## config.mk

```make
export PLATFORM = sky130hd
export DESIGN_NAME = range_admit_fifo
export DESIGN_NICKNAME = d
export VERILOG_FILES = /design/src/rtl/range_admit_pkg.sv /design/src/rtl/rank_range_tracker.sv /design/src/rtl/admit_decider.sv /design/src/rtl/tag_fifo.sv /design/src/rtl/range_admit_fifo.sv
export SDC_FILE = /design/constraint.sdc
export NUM_CORES = 1
export LEC_CHECK = 0
export BUFFER_PORTS_ARGS = -buffer_cell sky130_fd_sc_hd__buf_2
export CORE_ASPECT_RATIO = 1.75
export CORE_MARGIN = 2
export CORE_UTILIZATION = 35
export CTS_CLUSTER_DIAMETER = 80
export DETAILED_ROUTE_END_ITERATION = 8
export PLACE_DENSITY = 0.46
export SLEW_MARGIN = 30
export SYNTH_ARGS = -nofsm -noshare
export SYNTH_HDL_FRONTEND = slang
export SYNTH_HIERARCHICAL = 1
export SYNTH_SLANG_ARGS = --single-unit
export TNS_END_PERCENT = 5
```

## constraint.sdc

```tcl
create_clock -name clk -period 21.8 [get_ports clk]
set_input_delay 0 -clock clk [delete_from_list [all_inputs] [get_ports clk]]
set_output_delay 0 -clock clk [all_outputs]
set_load 0.02 [all_outputs]
```

## src/rtl/range_admit_pkg.sv

```systemverilog
package range_admit_pkg;

  // Why an arrival was kept or refused.
  typedef enum logic [1:0] {
    ADM_RESERVED = 2'd0,
    ADM_FLAT     = 2'd1,
    ADM_SCORE    = 2'd2,
    ADM_REJECT   = 2'd3
  } admit_cause_t;

  function automatic logic cause_keeps(input admit_cause_t c);
    return c != ADM_REJECT;
  endfunction

endpackage

```

## src/rtl/rank_range_tracker.sv

```systemverilog
module rank_range_tracker #(
  parameter int RANK_W = 16
) (
  input  logic              clk,
  input  logic              rst,
  input  logic              upd,
  input  logic [RANK_W-1:0] rank,
  output logic              seen,
  output logic [RANK_W-1:0] floor_q,
  output logic [RANK_W-1:0] ceil_q,
  output logic [RANK_W-1:0] floor_eff,
  output logic [RANK_W-1:0] ceil_eff
);

  // The effective range includes the arrival, so the score sees it at once.
  always_comb begin
    if (!seen) begin
      floor_eff = rank;
      ceil_eff  = rank;
    end else begin
      floor_eff = (rank < floor_q) ? rank : floor_q;
      ceil_eff  = (rank > ceil_q)  ? rank : ceil_q;
    end
  end

  always_ff @(posedge clk) begin
    if (rst) begin
      seen    <= 1'b0;
      floor_q <= '0;
      ceil_q  <= '0;
    end else if (upd) begin
      seen    <= 1'b1;
      floor_q <= floor_eff;
      ceil_q  <= ceil_eff;
    end
  end

endmodule

```

## src/rtl/admit_decider.sv

```systemverilog
module admit_decider
  import range_admit_pkg::*;
#(
  parameter int RANK_W    = 16,
  parameter int DEPTH     = 64,
  parameter int GUARANTEE = 8,
  localparam int CNT_W    = $clog2(DEPTH + 1),
  localparam int PROD_W   = RANK_W + CNT_W
) (
  input  logic [RANK_W-1:0] rank,
  input  logic [RANK_W-1:0] floor_eff,
  input  logic [RANK_W-1:0] ceil_eff,
  input  logic [CNT_W-1:0]  occ,
  output admit_cause_t      cause
);

  logic [RANK_W-1:0] offset;
  logic [RANK_W-1:0] span;
  logic [PROD_W-1:0] score_side;
  logic [PROD_W-1:0] fill_side;
  logic              full;

  assign offset = rank - floor_eff;
  assign span   = ceil_eff - floor_eff;
  assign full   = (occ == CNT_W'(DEPTH));

  // offset/span > occ/DEPTH, rewritten without a division.
  assign score_side = PROD_W'(offset) * PROD_W'(DEPTH);
  assign fill_side  = PROD_W'(occ) * PROD_W'(span);

  always_comb begin
    if (full)
      cause = ADM_REJECT;
    else if (occ < CNT_W'(GUARANTEE))
      cause = ADM_RESERVED;
    else if (span == '0)
      cause = ADM_FLAT;
    else if (score_side > fill_side)
      cause = ADM_SCORE;
    else
      cause = ADM_REJECT;
  end

endmodule

```

## src/rtl/tag_fifo.sv

```systemverilog
module tag_fifo #(
  parameter int TAG_W = 8,
  parameter int DEPTH = 64,
  localparam int AW    = $clog2(DEPTH),
  localparam int CNT_W = $clog2(DEPTH + 1)
) (
  input  logic             clk,
  input  logic             rst,
  input  logic             wr_en,
  input  logic [TAG_W-1:0] wr_tag,
  input  logic             rd_en,
  output logic [TAG_W-1:0] rd_tag,
  output logic [CNT_W-1:0] count
);

  logic [TAG_W-1:0] mem [DEPTH];
  logic [AW-1:0]    wr_ptr;
  logic [AW-1:0]    rd_ptr;

  // Storage without reset so the tools can map it to RAM.
  always_ff @(posedge clk) begin
    if (wr_en)
      mem[wr_ptr] <= wr_tag;
  end

  assign rd_tag = mem[rd_ptr];

  always_ff @(posedge clk) begin
    if (rst) begin
      wr_ptr <= '0;
      rd_ptr <= '0;
      count  <= '0;
    end else begin
      if (wr_en)
        wr_ptr <= (wr_ptr == AW'(DEPTH - 1)) ? '0 : wr_ptr + 1'b1;
      if (rd_en)
        rd_ptr <= (rd_ptr == AW'(DEPTH - 1)) ? '0 : rd_ptr + 1'b1;
      case ({wr_en, rd_en})
        2'b10:   count <= count + 1'b1;
        2'b01:   count <= count - 1'b1;
        default: count <= count;
      endcase
    end
  end

endmodule

```

## src/rtl/range_admit_fifo.sv

```systemverilog
module range_admit_fifo
  import range_admit_pkg::*;
#(
  parameter int RANK_W    = 16,
  parameter int TAG_W     = 8,
  parameter int DEPTH     = 64,
  parameter int GUARANTEE = 8,
  localparam int CNT_W    = $clog2(DEPTH + 1)
) (
  input  logic              clk,
  input  logic              rst,
  input  logic              in_valid,
  output logic              in_ready,
  input  logic [RANK_W-1:0] in_rank,
  input  logic [TAG_W-1:0]  in_tag,
  input  logic              out_ready,
  output logic              out_valid,
  output logic [TAG_W-1:0]  out_tag,
  output logic              drop_pulse
);

  logic              arrive;
  logic              enq;
  logic              deq;
  logic              rng_seen;
  logic [RANK_W-1:0] rng_min;
  logic [RANK_W-1:0] rng_max;
  logic [RANK_W-1:0] eff_min;
  logic [RANK_W-1:0] eff_max;
  logic [CNT_W-1:0]  occ;
  admit_cause_t      cause;

  always_ff @(posedge clk) begin
    if (rst) in_ready <= 1'b0;
    else     in_ready <= 1'b1;
  end

  assign arrive    = in_valid && in_ready;
  assign enq       = arrive && cause_keeps(cause);
  assign out_valid = (occ != '0);
  assign deq       = out_valid && out_ready;

  rank_range_tracker #(.RANK_W(RANK_W)) u_range (
    .clk       (clk),
    .rst       (rst),
    .upd       (arrive),
    .rank      (in_rank),
    .seen      (rng_seen),
    .floor_q   (rng_min),
    .ceil_q    (rng_max),
    .floor_eff (eff_min),
    .ceil_eff  (eff_max)
  );

  admit_decider #(
    .RANK_W    (RANK_W),
    .DEPTH     (DEPTH),
    .GUARANTEE (GUARANTEE)
  ) u_decide (
    .rank      (in_rank),
    .floor_eff (eff_min),
    .ceil_eff  (eff_max),
    .occ       (occ),
    .cause     (cause)
  );

  tag_fifo #(.TAG_W(TAG_W), .DEPTH(DEPTH)) u_queue (
    .clk    (clk),
    .rst    (rst),
    .wr_en  (enq),
    .wr_tag (in_tag),
    .rd_en  (deq),
    .rd_tag (out_tag),
    .count  (occ)
  );

  always_ff @(posedge clk) begin
    if (rst) drop_pulse <= 1'b0;
    else     drop_pulse <= arrive && !cause_keeps(cause);
  end

endmodule

```

# ---- Word level (Yosys, flattened, before mapping)
# Memories as Yosys holds them, arrays and structs flattened. A register that Yosys moved wholly into a read port is not among the register bits.
# Index checks and enable logic that the tools add are counted.
dict set report word_totals {
  regBits 54
  mem_bits_rw 512
  in_bits 28
  out_inout_bits 11
  word_cells 50
  memories 1
}
# memory words width read_ports rd_ports_with_merged_regs write_ports line_no
set memory_table {}
lappend memory_table {u_queue.mem 64 8 1 1 1 tag_fifo.sv:16} ;# logic [TAG_W-1:0] mem [DEPTH];
dict set report classes {
  add_sub_neg 6
  multipliers 1
  n_lt_le_gt_ge 4
  n_eq_ne 6
  n_mux 16
  n_reduce_logical 8
}
# cell n
set op_table {}
lappend op_table {{16-bit 2-to-1 mux} 4}
lappend op_table {{16-bit subtractor} 2}
lappend op_table {{6-bit 2-to-1 mux} 4}
lappend op_table {{22-bit by 23-bit > comparator with 1-bit output} 1}
lappend op_table {{7-bit by 16-bit multiplier with 23-bit output} 1}
lappend op_table {{16-bit > comparator} 1}
lappend op_table {{16-bit logical NOT} 1}
lappend op_table {{16-bit less-than comparator} 1}
lappend op_table {{7-bit case mux with 2 select lines} 1}
lappend op_table {{6-bit by 1-bit adder with 6-bit output, second input constant} 2}
lappend op_table {{6-bit == test, second input constant} 2}
lappend op_table {{7-bit by 1-bit adder with 7-bit output, second input constant} 1}
lappend op_table {{7-bit == test, second input constant} 1}
lappend op_table {{7-bit by 4-bit less-than comparator with 1-bit output, second input constant} 1}
lappend op_table {{7-bit nonzero test} 1}
lappend op_table {{7-bit by 1-bit subtractor with 7-bit output, second input constant} 1}
lappend op_table {{2-bit 2-to-1 mux} 3}
lappend op_table {{1-bit logical AND} 4}
lappend op_table {{1-bit 2-to-1 mux} 4}
lappend op_table {{2-bit by 1-bit == test with 1-bit output, second input constant} 1}
lappend op_table {{2-bit == test, second input constant} 1}
lappend op_table {{2-bit != test, second input constant} 1}
lappend op_table {{2-bit nonzero test} 1}
lappend op_table {{1-bit logical NOT} 1}

# ---- Longest topological paths before layout
dict set report logic_depth {
  depth_word 14
  depth_mapped 52
  depth_no_buf 49
}

# ---- Hierarchy
# Netlist, hierarchy kept.
# mod instances cells_each area_each_um2 seq_area_each_um2
set modules_own_cells {}
lappend modules_own_cells {tag_fifo 1 1044 21202.8 15875.2}
lappend modules_own_cells {admit_decider 1 660 5435.2 0.0}
lappend modules_own_cells {rank_range_tracker 1 352 3029.2 660.6}
lappend modules_own_cells {range_admit_fifo 1 12 93.8 40.0}

# ---- Worst setup path before layout
# Ideal clock, no wire load.
dict set report synth_timing {
  path_type {flip-flop to flip-flop}
  from {register u_range.floor_q[15]}
  to {register u_queue.count[6]}
  setup_time_ps 70
  t_arrival_ps 11178
  t_required_ps 21730
  path_slack_ps 10552
  stages_incl_launch_ff 49
  n_path_buf 2
  synth_period_minus_slack_ps 11248
  cell_sequence {dfxtp_1 > inv_1 > ha_1 > nand4_1 > or4_1 > o32a_2 > a21oi_4 > buf_12 > mux2_4 > inv_1 > ha_1 > nor2b_4 > o31a_1 > o41a_1 > nand2b_2 > o311ai_2 > and2_1 > fa_1 > [... 13 more ...] > a21o_1 > a21oi_1 > and4b_1 > o21ai_0 > mux2_2 > nand3_1 > o31a_1 > a21oi_1 > inv_1 > ha_1 > buf_1 > xor2_1 > ha_1 > a21oi_1 > a21oi_1 > o22a_1 > or3_1 > a21oi_1}
}
dict set report synth_via {
  elab_chain_len 14
  word_cells_on_any_way 18
  classes_between {2 x add/sub; 1 x mul; 2 x order compare; 3 x eq/ne; 7 x mux; 3 x reduce/logical}
}
# item line_no
set synth_lines {}
lappend synth_lines {{from (decl)} rank_range_tracker.sv:9} ;# output logic [RANK_W-1:0] floor_q,
lappend synth_lines {{from (signal assigned)} rank_range_tracker.sv:33} ;# floor_q <= floor_eff;
lappend synth_lines {{16-bit less-than comparator (*)} rank_range_tracker.sv:21} ;# floor_eff = (rank < floor_q) ? rank : floor_q;
lappend synth_lines {{16-bit 2-to-1 mux (*)} rank_range_tracker.sv:21}
lappend synth_lines {{16-bit 2-to-1 mux (*)} rank_range_tracker.sv:17} ;# if (!seen) begin
lappend synth_lines {{via eff_min[2]} range_admit_fifo.sv:28} ;# logic [RANK_W-1:0] eff_min;
lappend synth_lines {{16-bit subtractor} admit_decider.sv:24} ;# assign span = ceil_eff - floor_eff;
lappend synth_lines {{7-bit by 16-bit multiplier with 23-bit output} admit_decider.sv:29} ;# assign fill_side = PROD_W'(occ) * PROD_W'(span);
lappend synth_lines {{22-bit by 23-bit > comparator with 1-bit output} admit_decider.sv:38} ;# else if (score_side > fill_side)
lappend synth_lines {{1-bit 2-to-1 mux} admit_decider.sv:38}
lappend synth_lines {{2-bit 2-to-1 mux (*)} admit_decider.sv:36} ;# else if (span == '0)
lappend synth_lines {{2-bit 2-to-1 mux (*)} admit_decider.sv:34} ;# else if (occ < CNT_W'(GUARANTEE))
lappend synth_lines {{2-bit 2-to-1 mux (*)} admit_decider.sv:32} ;# if (full)
lappend synth_lines {{via cause[0]} range_admit_fifo.sv:31} ;# admit_cause_t cause;
lappend synth_lines {{2-bit != test (*)} range_admit_pkg.sv:12} ;# return c != ADM_REJECT;
lappend synth_lines {{1-bit logical AND (*)} range_admit_fifo.sv:39} ;# assign enq = arrive && cause_keeps(cause);
lappend synth_lines {{via enq} range_admit_fifo.sv:23} ;# logic enq;
lappend synth_lines {{2-bit by 1-bit == test with 1-bit output or 2-bit == test (tied branches)} tag_fifo.sv:38} ;# case ({wr_en, rd_en})
lappend synth_lines {{7-bit case mux with 2 select lines or 2-bit nonzero test (tied branches)} n/a}
lappend synth_lines {{to (signal assigned)} tag_fifo.sv:39} ;# 2'b10: count <= count + 1'b1;
lappend synth_lines {{to (signal assigned)} tag_fifo.sv:40} ;# 2'b01: count <= count - 1'b1;
lappend synth_lines {{to (signal assigned)} tag_fifo.sv:41} ;# default: count <= count;
lappend synth_lines {{to (decl)} tag_fifo.sv:13} ;# output logic [CNT_W-1:0] count
# Mark *: on every way through the listed nets, which the timed path passes. The rest lies on a longest branch.
# A chain may end at the register's enable or synchronous reset.

# ---- Worst setup path in the final report
dict set report layout_timing {
  from {register u_range.ceil_q[13]}
  to {memory u_queue.mem[62][7], enable pin}
}
dict set report layout_via {
  elab_chain_len 14
  word_cells_on_any_way 15
  classes_between {1 x add/sub; 1 x mul; 2 x order compare; 1 x eq/ne; 8 x mux; 2 x reduce/logical}
}
# item line_no
set layout_lines {}
lappend layout_lines {{from (decl)} rank_range_tracker.sv:10} ;# output logic [RANK_W-1:0] ceil_q,
lappend layout_lines {{from (signal assigned)} rank_range_tracker.sv:34} ;# ceil_q <= ceil_eff;
lappend layout_lines {{16-bit > comparator (*)} rank_range_tracker.sv:22} ;# ceil_eff = (rank > ceil_q) ? rank : ceil_q;
lappend layout_lines {{16-bit 2-to-1 mux (*)} rank_range_tracker.sv:22}
lappend layout_lines {{16-bit 2-to-1 mux (*)} rank_range_tracker.sv:17}
lappend layout_lines {{via eff_max[0]} range_admit_fifo.sv:29} ;# logic [RANK_W-1:0] eff_max;
lappend layout_lines {{16-bit subtractor (*)} admit_decider.sv:24}
lappend layout_lines {{7-bit by 16-bit multiplier with 23-bit output} admit_decider.sv:29}
lappend layout_lines {{22-bit by 23-bit > comparator with 1-bit output} admit_decider.sv:38}
lappend layout_lines {{1-bit 2-to-1 mux} admit_decider.sv:38}
lappend layout_lines {{2-bit 2-to-1 mux (*)} admit_decider.sv:36}
lappend layout_lines {{2-bit 2-to-1 mux (*)} admit_decider.sv:34}
lappend layout_lines {{2-bit 2-to-1 mux (*)} admit_decider.sv:32}
lappend layout_lines {{via cause[0]} range_admit_fifo.sv:31}
lappend layout_lines {{2-bit != test (*)} range_admit_pkg.sv:12}
lappend layout_lines {{1-bit logical AND (*)} range_admit_fifo.sv:39}
lappend layout_lines {{via enq} range_admit_fifo.sv:23}
lappend layout_lines {{1-bit 2-to-1 mux (*)} tag_fifo.sv:22} ;# if (wr_en)
lappend layout_lines {{1-bit 2-to-1 mux (not written as such) (*)} tag_fifo.sv:23} ;# mem[wr_ptr] <= wr_tag;
lappend layout_lines {{to (decl)} tag_fifo.sv:16}
# Marked as above.

==> flow_summary_export.csv <==
group,metric,value,unit
sta,period_needed,13.60,ns
detailed_routing,ant_nets,0,
floorplanning,start_util,35.3,%
detailed_routing,vias_per_cell,5.40,
detailed_routing,firstDrtPassIters,7,
grt,grt_max_degree,71,
finish,final_common_cell,"edfxtp_1",
synth,yosys_warnings,6,
critical_path,cp.arrival,13.83,ns
power_and_ir_drop,pwr-share-comb,31.4,%
clock_tree,cts_buffers,55,
grt,grt_pass1_vias,18400,
synth,yosys_most_used_dff,"edfxtp_1",
sta,hold_viol,0,
grt,grt_overflow,0,
finish,multiInputGateArea,12200,um^2
floorplanning,core_area,84300,um^2
sta,slew_headroom,35.0,%
clock_tree,cts_max_level,2,
finish,fin_cells,3242,
finish,antenna_cells,0,
finish,drive_gt1_share,16.1,%
floorplanning,fp.dieH,390,um
clock_tree,clock_path_buffers,3,
sta,rsz0062_at_grt,"false",
clock_tree,cts_resized,0,
grt,track_usage,18.6,%
worst_hold_path,holdPathStages,2,
synth,synth_edf_count,512,
power_and_ir_drop,internal_power,2170,uW
sta,finalClockSkew,0.0285,ns
finish,fin_area,33000,um^2
critical_path,startpoint_type,"flip-flop",
power_and_ir_drop,vdd_drop_max,0.0783,mV
sta,clock.fmax,73.5,MHz
sta,finalCritPeriodShare,62.4,%
sta,worst_hold_slack,0.0564,ns
floorplanning,dieArea,87500,um^2
finish,fill_cells,7926,
place,portBuffers,38,
synth,synthCells,2068,
place,dp_cells,3120,
critical_path,path_class,"reg2reg",
clock_tree,cts_tree,"built",
finish,most-common-layout-cells,"edfxtp_1 (512), mux4_2 (135), inv_1 (126)",
finish,nets,2347,
synth,postSynthAreaPerCell,14.4,um^2
detailed_routing,drt-initial-drc-count,1099,
grt,grt_pass1_wl,120,mm
critical_path,slowest_stage,"nor2_1",
power_and_ir_drop,total_power,3220,uW
sta,setup_tns,0,ns
synth,ys_ff_latch,572,
clock_tree,root_buffer,"clkbuf_16",
detailed_routing,vias,17500,
power_and_ir_drop,leakage,0.0115,uW
sta,tightest_slew,0.971,ns
worst_hold_path,hold_class,"in2reg",
power_and_ir_drop,p_per_area,97.5,nW/um^2
finish,seq_area,16600,um^2
critical_path,rr_worst_depth,44,
synth,synth_area,29800,um^2
place,place_congestion,0.872,
place,post-dp-hpwl,56.6,mm
job,maxCapViolCount,0,
place,post_dp_cell_area,31100,um^2
power_and_ir_drop,sequentialPowerShare,39.0,%
clock_tree,clk_latency,0.63,ns
synth,synth-async-reset-ratio,0,%
synth,synth_fp_nets,2291,
clock_tree,clock_sinks,572,
run_status,outcome,"completed",
floorplanning,rows,141,
critical_path,crit_path_end_kind,"flip-flop",
detailed_routing,routed_wl,80.9,mm
finish,synthToLayoutAreaGrowth,11.0,%
detailed_routing,routedWlPerCell,24.9,um
synth,seq_area_frac_synth,55.7,%
critical_path,max_stage_delay,1.02,ns
critical_path,cp_max_fo,32,
power_and_ir_drop,p_switching,1050,uW
detailed_routing,drc_errors,0,
floorplanning,io_pins,39,
sta,setup_viol,0,
power_and_ir_drop,clkPwrFrac,29.6,%
synth,ys_types,93,
sta,maxSlewViolCount,0,
clock_tree,clkTransAtPathRegs,0.07,ns
grt,antenna_found_initial,0,
power_and_ir_drop,switching_share,32.7,%
critical_path,critPathRequiredTime,22.03,ns
floorplanning,die_w,224,um
## metal layers
metal  wire, um  share of wire, %  global-route usage, %  vias up
met4       3610               4.5                   7.72        0
met5          0                 0                      0        -
met1      28300                35                   19.2     9025
met3       2400               3.0                   1.90      131
li1           -                 -                      -     7976
met2      46600                58                   37.4      363
## registers in the layout, indices dropped and copies added, names as in the netlist, named ones only
signal and cells:
in_ready 1, u_range/floor_q 16, u_queue/rd_ptr 6, u_range/seen 1, u_queue/wr_ptr 6, drop_pulse 1
u_range/ceil_q 16, u_queue/count 7, u_queue/mem 512
## cells in the mapped netlist, types with 11 or more instances
master | count | area (um^2)
or4_1 | 18 | 135
o21ai_0 | 35 | 175
ha_1 | 124 | 1550
nor3_1 | 33 | 165
fa_1 | 71 | 1420
nand3_1 | 51 | 255
edfxtp_1 | 512 | 15400
inv_1 | 126 | 473
nor2b_1 | 26 | 163
o21a_1 | 11 | 82.6
buf_2 | 12 | 60.1
nor2_1 | 130 | 488
or3_1 | 13 | 81.3
nand2b_1 | 73 | 457
mux2i_1 | 54 | 541
and2_1 | 58 | 363
clkbuf_1 | 46 | 173
a21o_1 | 22 | 165
nand2_1 | 94 | 353
mux4_2 | 135 | 3040
nand4_1 | 13 | 81.3
o22ai_1 | 12 | 75.1
buf_4 | 15 | 113
a2bb2oi_1 | 16 | 140
a21oi_1 | 53 | 265
xor2_1 | 24 | 210
dfxtp_1 | 60 | 1200
and3_1 | 18 | 113
o311ai_0 | 17 | 149
xnor2_1 | 23 | 201
## worst paths after layout
check / startpoint / endpoint / slack (ns)
hold reg to reg: u_range/floor_q[15] / u_range/floor_q[15] / 0.49
setup reg to reg: u_range/ceil_q[13] / u_queue/mem[62][7] / 8.20
setup / recovery: u_range/ceil_q[13] / u_queue/mem[62][7] / 8.20
hold / removal: in_tag[3] / u_queue/mem[7][3] / 0.06
## power groups by stage
stage	logic (uW)	registers, uW	clock network (uW)
2_1_floorplan	758	1240	0
3_3_place_gp	1020	1280	0
3_5_place_dp	1020	1280	0
4_1_cts	1030	1260	982
5_1_grt	1130	1260	1020
6_report	1010	1260	954
## layout make-up
cell class / count / area share (%)
multi-input combinational: 1275 / 36.9
timing repair buffer: 93 / 1.98
clock inverter: 32 / 0.935
inverter: 127 / 1.44
tap: 1072 / 4.06
sequential: 572 / 50.2
clock buffer: 71 / 4.47
## through the flow
step | setup slack [ns] | util, %
detailed placement | 7.78 | 36.8
CTS | 7.75 | 39.2
global placement | 8.10 | 36.8
floorplan | 10.55 | -
global route | 7.45 | 39.2
finish | 8.20 | 39.2
## cells by family after synthesis
group,Yosys count,share of synthesized area (%)
flip-flops,572,55.7
buffers and inverters,221,3.46
AND/OR/NAND/NOR,568,10.0
multiplexers,214,13.4
AO/OA/AOI/OAI,251,6.09
XOR/XNOR,47,1.38
adder cells (fa/ha/maj),195,9.99
## what timing repair did
item	CTS	global route
buffers inserted	0	0
endpoints found under the hold margin	35	0
hold buffers	19	0
## critical path: cells and delay by family (launching register included)
family / cells / cell delay (ns)
DFF: 1 / 0.39
adders and majority gates: 9 / 3.26
buffers and inverters: 5 / 0.50
xor gates and xnor gates: 1 / 0.27
AOI/OAI and AO/OA: 12 / 2.93
muxes: 1 / 0.17
and+or+nand+nor: 16 / 5.64
(Power assumes the default switching activity.)
